<file path="src/rtl/hwrst_pkg.sv">
package hwrst_pkg;

  typedef enum logic [2:0] {
    ST_IDLE      = 3'd0,
    ST_QUALIFY   = 3'd1,
    ST_RESETTING = 3'd2,
    ST_RECOVER   = 3'd3,
    ST_READY     = 3'd4
  } rst_state_e;

  // Width needed to hold values 0..maxv.
  function automatic int unsigned cnt_width(input int unsigned maxv);
    return (maxv < 2) ? 1 : $clog2(maxv + 1);
  endfunction

  function automatic int unsigned max2(input int unsigned a, input int unsigned b);
    return (a > b) ? a : b;
  endfunction

  // Length of the internal reset interval, chosen by engine activity.
  function automatic int unsigned reset_len(input logic busy,
                                            input int unsigned t_busy,
                                            input int unsigned t_idle);
    return busy ? t_busy : t_idle;
  endfunction

  // True on the sample that completes a qualified low pulse.
  function automatic logic pulse_qualified(input int unsigned lows_before,
                                           input int unsigned t_rp);
    return (lows_before + 1) == t_rp;
  endfunction

endpackage

</file>
<file path="src/rtl/hwrst_satcnt.sv">
module hwrst_satcnt #(
  parameter int unsigned MAX = 4,
  parameter int unsigned W   = hwrst_pkg::cnt_width(MAX)
) (
  input  logic         clk,
  input  logic         rst_n,
  input  logic         clr,
  input  logic         inc,
  output logic [W-1:0] cnt
);

  localparam logic [W-1:0] LIMIT = W'(MAX);

  always_ff @(posedge clk or negedge rst_n) begin
    if (!rst_n) begin
      cnt <= '0;
    end else if (clr) begin
      cnt <= '0;
    end else if (inc && (cnt != LIMIT)) begin
      cnt <= cnt + 1'b1;
    end
  end

endmodule

</file>
<file path="src/rtl/hwrst_gate.sv">
module hwrst_gate
  import hwrst_pkg::*;
(
  input  rst_state_e st,
  input  logic       pin_n,
  input  logic       oe_n,
  input  logic       cmd_rd,
  input  logic       cmd_wr,
  input  logic       engine_busy,
  input  logic       was_busy,
  output logic       dq_oe,
  output logic       cmd_rd_ok,
  output logic       cmd_wr_ok,
  output logic       rb_pull_low
);

  logic in_reset;

  always_comb begin
    in_reset  = (st == ST_RESETTING) || (st == ST_RECOVER);
    dq_oe     = !oe_n && !in_reset;
    cmd_rd_ok = cmd_rd && pin_n && !in_reset;
    cmd_wr_ok = cmd_wr && pin_n && !in_reset;
    case (st)
      ST_RESETTING: rb_pull_low = was_busy;
      ST_RECOVER:   rb_pull_low = 1'b0;
      default:      rb_pull_low = engine_busy;
    endcase
  end

endmodule

</file>
<file path="src/rtl/hwrst_ctrl.sv">
module hwrst_ctrl
  import hwrst_pkg::*;
#(
  parameter int unsigned T_RP         = 4,
  parameter int unsigned T_READY_BUSY = 24,
  parameter int unsigned T_READY_IDLE = 8,
  parameter int unsigned T_RH         = 3
) (
  input  logic clk,
  input  logic rst_n,
  input  logic rst_pin_n,
  input  logic oe_n,
  input  logic cmd_rd,
  input  logic cmd_wr,
  input  logic engine_busy,
  output logic engine_abort,
  output logic cmd_rd_ok,
  output logic cmd_wr_ok,
  output logic dq_oe,
  output logic rb_pull_low,
  output logic csm_read_mode
);

  localparam int unsigned DUR_MAX = max2(T_READY_BUSY, T_READY_IDLE);
  localparam int unsigned LO_W    = cnt_width(T_RP);
  localparam int unsigned HI_W    = cnt_width(T_RH);
  localparam int unsigned DUR_W   = cnt_width(DUR_MAX);

  rst_state_e state_q, state_d;
  logic       was_busy_q;
  logic       abort_q;

  logic [LO_W-1:0]  lo_cnt;
  logic [HI_W-1:0]  hi_cnt;
  logic [DUR_W-1:0] dur_cnt;

  // Named internal events, visible to the checker.
  logic [31:0] lows_seen, highs_seen, dur_elapsed;
  logic        ev_qualified, ev_glitch, ev_int_done, ev_reads_ok;

  hwrst_satcnt #(.MAX(T_RP), .W(LO_W)) u_lo_cnt (
    .clk(clk), .rst_n(rst_n), .clr(rst_pin_n), .inc(!rst_pin_n), .cnt(lo_cnt)
  );

  hwrst_satcnt #(.MAX(T_RH), .W(HI_W)) u_hi_cnt (
    .clk(clk), .rst_n(rst_n), .clr(!rst_pin_n), .inc(rst_pin_n), .cnt(hi_cnt)
  );

  hwrst_satcnt #(.MAX(DUR_MAX), .W(DUR_W)) u_dur_cnt (
    .clk(clk), .rst_n(rst_n), .clr(state_q != ST_RESETTING), .inc(1'b1), .cnt(dur_cnt)
  );

  always_comb begin
    lows_seen    = 32'(lo_cnt);
    highs_seen   = 32'(hi_cnt);
    dur_elapsed  = 32'(dur_cnt);
    ev_qualified = (state_q == ST_QUALIFY) && !rst_pin_n &&
                   pulse_qualified(lows_seen, T_RP);
    ev_glitch    = (state_q == ST_QUALIFY) && rst_pin_n;
    ev_int_done  = (state_q == ST_RESETTING) &&
                   ((dur_elapsed + 1) >= reset_len(was_busy_q, T_READY_BUSY, T_READY_IDLE));
    ev_reads_ok  = (state_q == ST_RECOVER) && rst_pin_n && ((highs_seen + 1) >= T_RH);
  end

  always_comb begin
    state_d = state_q;
    case (state_q)
      ST_IDLE:      if (!rst_pin_n) state_d = ST_QUALIFY;
      ST_QUALIFY:   begin
                      if (ev_glitch)         state_d = ST_IDLE;
                      else if (ev_qualified) state_d = ST_RESETTING;
                    end
      ST_RESETTING: if (ev_int_done) state_d = ST_RECOVER;
      ST_RECOVER:   if (ev_reads_ok) state_d = ST_READY;
      ST_READY:     state_d = rst_pin_n ? ST_IDLE : ST_QUALIFY;
      default:      state_d = ST_IDLE;
    endcase
  end

  always_ff @(posedge clk or negedge rst_n) begin
    if (!rst_n) begin
      state_q    <= ST_IDLE;
      was_busy_q <= 1'b0;
      abort_q    <= 1'b0;
    end else begin
      state_q <= state_d;
      abort_q <= ev_qualified;
      if (ev_qualified) was_busy_q <= engine_busy;
    end
  end

  hwrst_gate u_gate (
    .st          (state_q),
    .pin_n       (rst_pin_n),
    .oe_n        (oe_n),
    .cmd_rd      (cmd_rd),
    .cmd_wr      (cmd_wr),
    .engine_busy (engine_busy),
    .was_busy    (was_busy_q),
    .dq_oe       (dq_oe),
    .cmd_rd_ok   (cmd_rd_ok),
    .cmd_wr_ok   (cmd_wr_ok),
    .rb_pull_low (rb_pull_low)
  );

  assign engine_abort  = abort_q;
  assign csm_read_mode = (state_q == ST_READY);

endmodule

</file>
<file path="config.mk">
export PLATFORM = sky130hd
export DESIGN_NAME = hwrst_ctrl
export DESIGN_NICKNAME = d
export VERILOG_FILES = /design/src/rtl/hwrst_pkg.sv /design/src/rtl/hwrst_satcnt.sv /design/src/rtl/hwrst_gate.sv /design/src/rtl/hwrst_ctrl.sv
export SDC_FILE = /design/constraint.sdc
export NUM_CORES = 1
export LEC_CHECK = 0
export ABC_CLOCK_PERIOD_IN_PS = 4800
export BUFFER_PORTS_ARGS = -buffer_cell sky130_fd_sc_hd__buf_2
export CAP_MARGIN = 15
export CORE_MARGIN = 5
export CORE_UTILIZATION = 30
export DETAILED_ROUTE_END_ITERATION = 6
export PLACE_DENSITY_LB_ADDON = 0.08
export SLEW_MARGIN = 20
export SYNTH_ARGS = -nofsm -noshare
export SYNTH_HDL_FRONTEND = slang
export SYNTH_SLANG_ARGS = --single-unit
</file>
<file path="constraint.sdc">
create_clock -name clk -period 4.8 [get_ports clk]
set_clock_uncertainty 0.2 [all_clocks]
set_input_delay 0.48 -clock clk [delete_from_list [all_inputs] [get_ports clk]]
set_output_delay 0.48 -clock clk [all_outputs]
set_load 0.005 [all_outputs]
</file>
* Yosys cells after proc, flatten, opt, wreduce, memory -nomap -nowiden *
Index checks and enable logic that the tools add are counted.

storage, ports and cells
  register bits after elaboration = 15
  bits in latches = 0
  memory bits (writable) = 0
  memory bits (read-only) = 0
  input port bits = 7
  word-level logic and storage cells = 64
  memories = 0

operators by class
  $add $sub $neg = 6
  multiply operators = 0
  div/mod/pow operators = 0
  magnitude comparators = 2
  eq/ne operators = 14
  shifts and indexed selects = 0
  multiplexer cells = 15
  bitwise operators = 0
  reductions and logical operators = 21

operators with widths
  operator                                                            count
  2-to-1 mux 3 bit                                                    7
  2-to-1 mux 5 bit                                                    3
  case mux 3 bit (5 select lines)                                     1
  logical AND 1 bit                                                   13
  != test 2 bit (second input constant)                               4
  adder 5 x 1 -> 6 bit (second input constant)                        1
  == test 3 x 2 -> 1 bit (second input constant)                      2
  greater-or-equal comparator 6 x 5 -> 1 bit                          1
  != test 3 bit (second input constant)                               2
  adder 5 x 1 -> 5 bit (second input constant)                        1
  != test 5 bit (second input constant)                               1
  adder 3 x 1 -> 4 bit (second input constant)                        1
  == test 4 x 3 -> 1 bit (second input constant)                      1
  2-to-1 mux 2 bit                                                    2
  AND reduction 4 bit                                                 1
  nonzero test 2 bit                                                  2
  adder 2 x 1 -> 3 bit (second input constant)                        1
  adder 3 x 1 -> 3 bit (second input constant)                        1
  == test 3 x 1 -> 1 bit (second input constant)                      1
  == test 3 bit (second input constant)                               1
  greater-or-equal comparator 3 x 2 -> 1 bit (second input constant)  1
  zero test 1 bit                                                     3
  zero test 3 bit                                                     1
  != test 3 x 2 -> 1 bit (second input constant)                      1
  5 further kinds                                                     5

* Longest topological paths before layout *
  depth in word-level cells = 6
  mapped depth = 7
  mapped depth without buffers = 7

* Hierarchy *
A second synthesis with hierarchy kept.

second synthesis, totals
  cells, all modules = 92
  area, all modules = 962.2 um^2

modules (own cells, without submodules)
  module                     instances  cells each  area an instance (um^2)
  hwrst_ctrl                 1          31          312.8
  hwrst_satcnt at u_dur_cnt  1          27          274.0
  hwrst_satcnt at u_lo_cnt   1          17          193.9
  hwrst_satcnt at u_hi_cnt   1          10          123.9
  hwrst_gate                 1          7           57.6

* Worst setup path before layout *
Ideal clock, no wire load.

  path kind = register -> register
  start = reg u_dur_cnt.cnt[0]
  end = reg state_q[0]
  data arrival time = 1,840 ps
  data required time = 4,466 ps
  slack = 2,625 ps
  stages on the path, launching flop included = 8
  path buffers = 0
  clock period less this slack = 2,175 ps
  cell sequence = dfrtp_1 -> ha_1 -> nand3_1 -> xnor2_1 -> ha_1 -> mux2_4 -> a2111oi_1 -> o32ai_1

between the ends
  cells in the longest elaborated chain, start to end = 5

ends and longest elaborated chain
  what                                        RTL line            text
  start, declared                             hwrst_satcnt.sv:9   output logic [W-1:0] cnt
  start signal, assigned                      hwrst_satcnt.sv:20  cnt <= cnt + 1'b1;
  adder 5 x 1 -> 6 bit                        hwrst_ctrl.sv:61    ((dur_elapsed + 1) >= reset_len(was_busy_q, T_READY_BUSY, T_READY_IDLE));
  greater-or-equal comparator 6 x 5 -> 1 bit  hwrst_ctrl.sv:61
  logical AND 1 bit                           hwrst_ctrl.sv:60    ev_int_done = (state_q == ST_RESETTING) &&
  != test 2 bit (no line)                     n/a
  AND reduction 4 bit (no line)               n/a
  end signal, assigned                        hwrst_ctrl.sv:86    state_q <= state_d;
  end, declared                               hwrst_ctrl.sv:29    rst_state_e state_q, state_d;

No other way between the ends.
A chain may end at the register's enable or synchronous reset.

* Worst setup path after layout *
Same ends and word-level chain as after synthesis.

==> insert_results.sql <==
INSERT INTO impl_metrics (metric_group, metric, value, unit) VALUES
('placement', 'detailed_place_hpwl', '1.259', 'mm'),
('yosys', 'synth_nets', '106', ''),
('sta', 'worst_slack', '2.496', 'ns'),
('cts', 'cts_num_sinks', '15', ''),
('cts', 'cts_repair_resize_count', '0', ''),
('cts', 'cts-root-buf', 'sky130_fd_sc_hd__clkbuf_4', ''),
('drt', 'routed_vias', '650', ''),
('layout', 'final_util', '36.35', '%'),
('setup_path', 'critPathKind', 'flip-flop to flip-flop', ''),
('drt', 'route.detailed.drc', '0', ''),
('placement', 'place_worst_setup_slack', '2.475', 'ns'),
('layout', 'num-fill-cells', '296', ''),
('global_route', 'antenna_found_initial', '0', ''),
('yosys', 'commonest_cells_in_the_netlist', 'sky130_fd_sc_hd__dfrtp_1, sky130_fd_sc_hd__nor2_1, sky130_fd_sc_hd__ha_1', ''),
('drt', 'drt_iter0_markers', '21', ''),
('sta', 'finalSetupViolCount', '0', ''),
('cts', 'clock_insertion_delay_worst_skew', '0.29', 'ns'),
('setup_path', 'worstPathRequired', '4.77', 'ns'),
('global_route', 'grt_pass1_vias', '671', ''),
('yosys', 'synthesis.area', '878.3', 'um2'),
('power_and_ir_drop', 'vdd_ir_drop_max', '0.2103', 'mV'),
('die', 'rows', '19', ''),
('setup_path', 'cpPeakStageDelay', '0.44', 'ns'),
('global_route', 'overflow', '0', ''),
('cts', 'maximum_root_to_sink_buffer_count', '2', ''),
('setup_path', 'startpoint_type', 'flip-flop', ''),
('drt', 'routedWlPerCell', '12.00', 'um'),
('yosys', 'synth-edff-count', '0', ''),
('run_status', 'outcome', 'completed', ''),
('sta', 'fin_setup_tns', '0', 'ns'),
('setup_path', 'worst-path-max-fanout', '4', ''),
('yosys', 'number_of_synthesized_register_bits', '15', ''),
('drt', 'drt_pre_antenna_iters', '2', ''),
('setup_path', 'worst_path_most_repeated_cell', 'sky130_fd_sc_hd__ha_1', ''),
('global_route', 'pin_count_of_the_biggest_net_entering_global_routing', '16', ''),
('layout', 'syn2layout_area_growth', '15.10', '%'),
('die', 'initial_utilization', '31.58', '%'),
('power_and_ir_drop', 'power.density_cell_area', '304.5', 'mW/mm2'),
('die', 'top_level_ports', '13', ''),
('cts', 'cts.htree.levels', '1', ''),
('die', 'die_width', '64.11', 'um'),
('placement', 'place.gp.congestion', '0.7299', ''),
('setup_path', 'timing.critical_path.cells', 'ha_1, nand3_1, xnor2_1, ha_1, mux2_4, a2111oi_1, o32ai_1', ''),
('yosys', 'top_cells_by_area_synth', 'sky130_fd_sc_hd__dfrtp_1, sky130_fd_sc_hd__ha_1, sky130_fd_sc_hd__nor2_1, sky130_fd_sc_hd__xnor2_1, sky130_fd_sc_hd__inv_1', ''),
('cts', 'cts-buffers-inserted', '3', ''),
('cts', 'clkTransAtPathRegs', '0.10', 'ns'),
('layout', 'fraction_of_layout_cells_with_a_size_suffix_above_1', '17.92', '%'),
('sta', 'worst_slew_pin_slew', '0.3543', 'ns'),
('yosys', 'yosys_warnings', '0', ''),
('yosys', 'most_used_dff_post_synth', 'sky130_fd_sc_hd__dfrtp_1', ''),
('drt', 'ant_nets', '0', ''),
('sta', 'max_slew_margin', '76.32', '%'),
('drt', 'met2_length', '770', 'um'),
('cts', 'tritoncts', 'yes', ''),
('hold_path', 'hp-class', 'input port to flip-flop', ''),
('setup_path', 'critPathCaptureType', 'flip-flop', ''),
('sta', 'maximum_clock_frequency', '0.4340', 'GHz'),
('die', 'core-area', '0.002781', 'mm2'),
('setup_path', 'critical_path_arrival', '2.28', 'ns'),
('sta', 'drv_slew', '0', ''),
('sta', 'hold_violations', '0', ''),
('placement', 'total_of_buffers_placed_on_input_and_output_ports', '12', ''),
('yosys', 'synth-async-reset-ratio', '100.0', '%'),
('layout', 'num-nets-final', '123', ''),
('yosys', 'ys_types', '28', ''),
('drt', 'maxUsedRoutingLayer', 'met4', ''),
('sta', 'finalWorstPathRequiredPeriod', '2.304', 'ns'),
('yosys', 'synth_sequential_area_ratio', '42.74', '%'),
('setup_path', 'cpMaxStageDelayCell', 'sky130_fd_sc_hd__dfrtp_1', ''),
('yosys', 'yosysTopAreaCell', 'sky130_fd_sc_hd__dfrtp_1', ''),
('sta', 'final_min_period_over_clock_period', '48.00', '%');
## routing by layer
| metal | track usage [%] | vias up |
|---|---|---|
| met1 | 11.64 | 306 |
| met5 | 0 | - |
| li1 | - | 333 |
| met2 | 15.08 | 7 |
| met3 | 4.378 | 4 |
| met4 | 3.817 | 0 |
## through the flow
step           cell area [um2]  std cells  total power [mW]  hold slack (ns)
3_3_place_gp             973.4        132            0.2348           0.2153
3_5_place_dp             973.4        132            0.2360           0.2190
5_1_grt                   1011        137            0.3348           0.2101
6_report                  1011        137            0.3078           0.2176
4_1_cts                   1011        137            0.3143           0.2095
2_1_floorplan            878.3         90            0.2119         -0.01559
## worst max-delay path: cells and delay by family, from the launching register on
family / cells / cell delay, ns
xor+xnor: 1 / 0.13
fa+ha+maj: 2 / 0.51
compound gates: 2 / 0.55
simple gates: 1 / 0.10
flops: 1 / 0.44
mux: 1 / 0.26
## final cells by class
| type | count | area [um2] | share of cell area [%] |
|---|---|---|---|
| clock buffer | 3 | 22.52 | 2.228 |
| multi-input combinational | 67 | 473.0 | 46.78 |
| sequential | 15 | 375.4 | 37.13 |
| clock inverter | 1 | 5.005 | 0.4950 |
| inverter | 7 | 26.28 | 2.599 |
| tap | 31 | 38.79 | 3.837 |
| timing repair buffer | 13 | 70.07 | 6.931 |
## report_power, final
| group | internal (mW) | switching [mW] |
|---|---|---|
| sequential | 0.141 | 0.0211 |
| clock | 0.0310 | 0.0448 |
| combinational | 0.0353 | 0.0344 |
## sequential cells by signal, indices dropped and copies added, names as in the netlist
register / cells
u_dur_cnt.cnt: 5
state_q: 3
u_lo_cnt.cnt: 3
u_hi_cnt.cnt: 2
engine_abort: 1
was_busy_q: 1
## final timing paths
kind | startpoint | end | depth (start not counted) | slack, ns
worst max-delay path | u_dur_cnt.cnt[0]$_DFFE_PN0P_ | state_q[0]$_DFFE_PN0P_ | 7 | 2.50
worst min-delay path | engine_busy | was_busy_q$_DFFE_PN0P_ | 2 | 0.22
worst max register to register | u_dur_cnt.cnt[0]$_DFFE_PN0P_ | state_q[0]$_DFFE_PN0P_ | 7 | 2.50
worst min register to register | was_busy_q$_DFFE_PN0P_ | was_busy_q$_DFFE_PN0P_ | 1 | 0.30
max in group asynchronous | rst_n | u_hi_cnt.cnt[0]$_DFFE_PN0P_ | 2 | 3.72
min in group asynchronous | rst_n | u_dur_cnt.cnt[1]$_DFFE_PN0P_ | 2 | 0.42
## repair_timing
item / CTS / global route
hold endpoints to repair: 15 / 0
endpoints found under the setup margin: 0 / 0
hold buffers: 1 / 0
## placed cells by master (no fill, tap or decap), types with 2 or more instances in the layout
| cell | netlist | routed |
|---|---|---|
| sky130_fd_sc_hd__nor2b_1 | 3 | 3 |
| sky130_fd_sc_hd__ha_1 | 9 | 9 |
| sky130_fd_sc_hd__dfrtp_1 | 15 | 15 |
| sky130_fd_sc_hd__xnor2_1 | 4 | 4 |
| sky130_fd_sc_hd__nand3_1 | 2 | 2 |
| sky130_fd_sc_hd__nand4b_1 | 2 | 2 |
| sky130_fd_sc_hd__inv_1 | 7 | 7 |
| sky130_fd_sc_hd__a21oi_1 | 3 | 3 |
| sky130_fd_sc_hd__nor2_1 | 14 | 14 |
| sky130_fd_sc_hd__clkbuf_4 | 0 | 3 |
| sky130_fd_sc_hd__nand2_1 | 7 | 7 |
| sky130_fd_sc_hd__o31ai_1 | 2 | 2 |
| sky130_fd_sc_hd__and2_1 | 2 | 2 |
| sky130_fd_sc_hd__buf_2 | 0 | 12 |
| sky130_fd_sc_hd__xor2_1 | 2 | 2 |
| sky130_fd_sc_hd__nor3b_1 | 3 | 3 |
| sky130_fd_sc_hd__and3_1 | 2 | 2 |
## logic make-up after synthesis
kind of cell               share of synthesized area [%]
and+or+nand+nor                                    24.22
DFF                                                42.74
AOI/OAI and AO/OA                                  7.834
adders and majority gates                          12.82
buffers and inverters                              3.419
xor gates and xnor gates                           5.983
muxes                                              2.991
No activity file was read; power rests on OpenSTA's default activity.
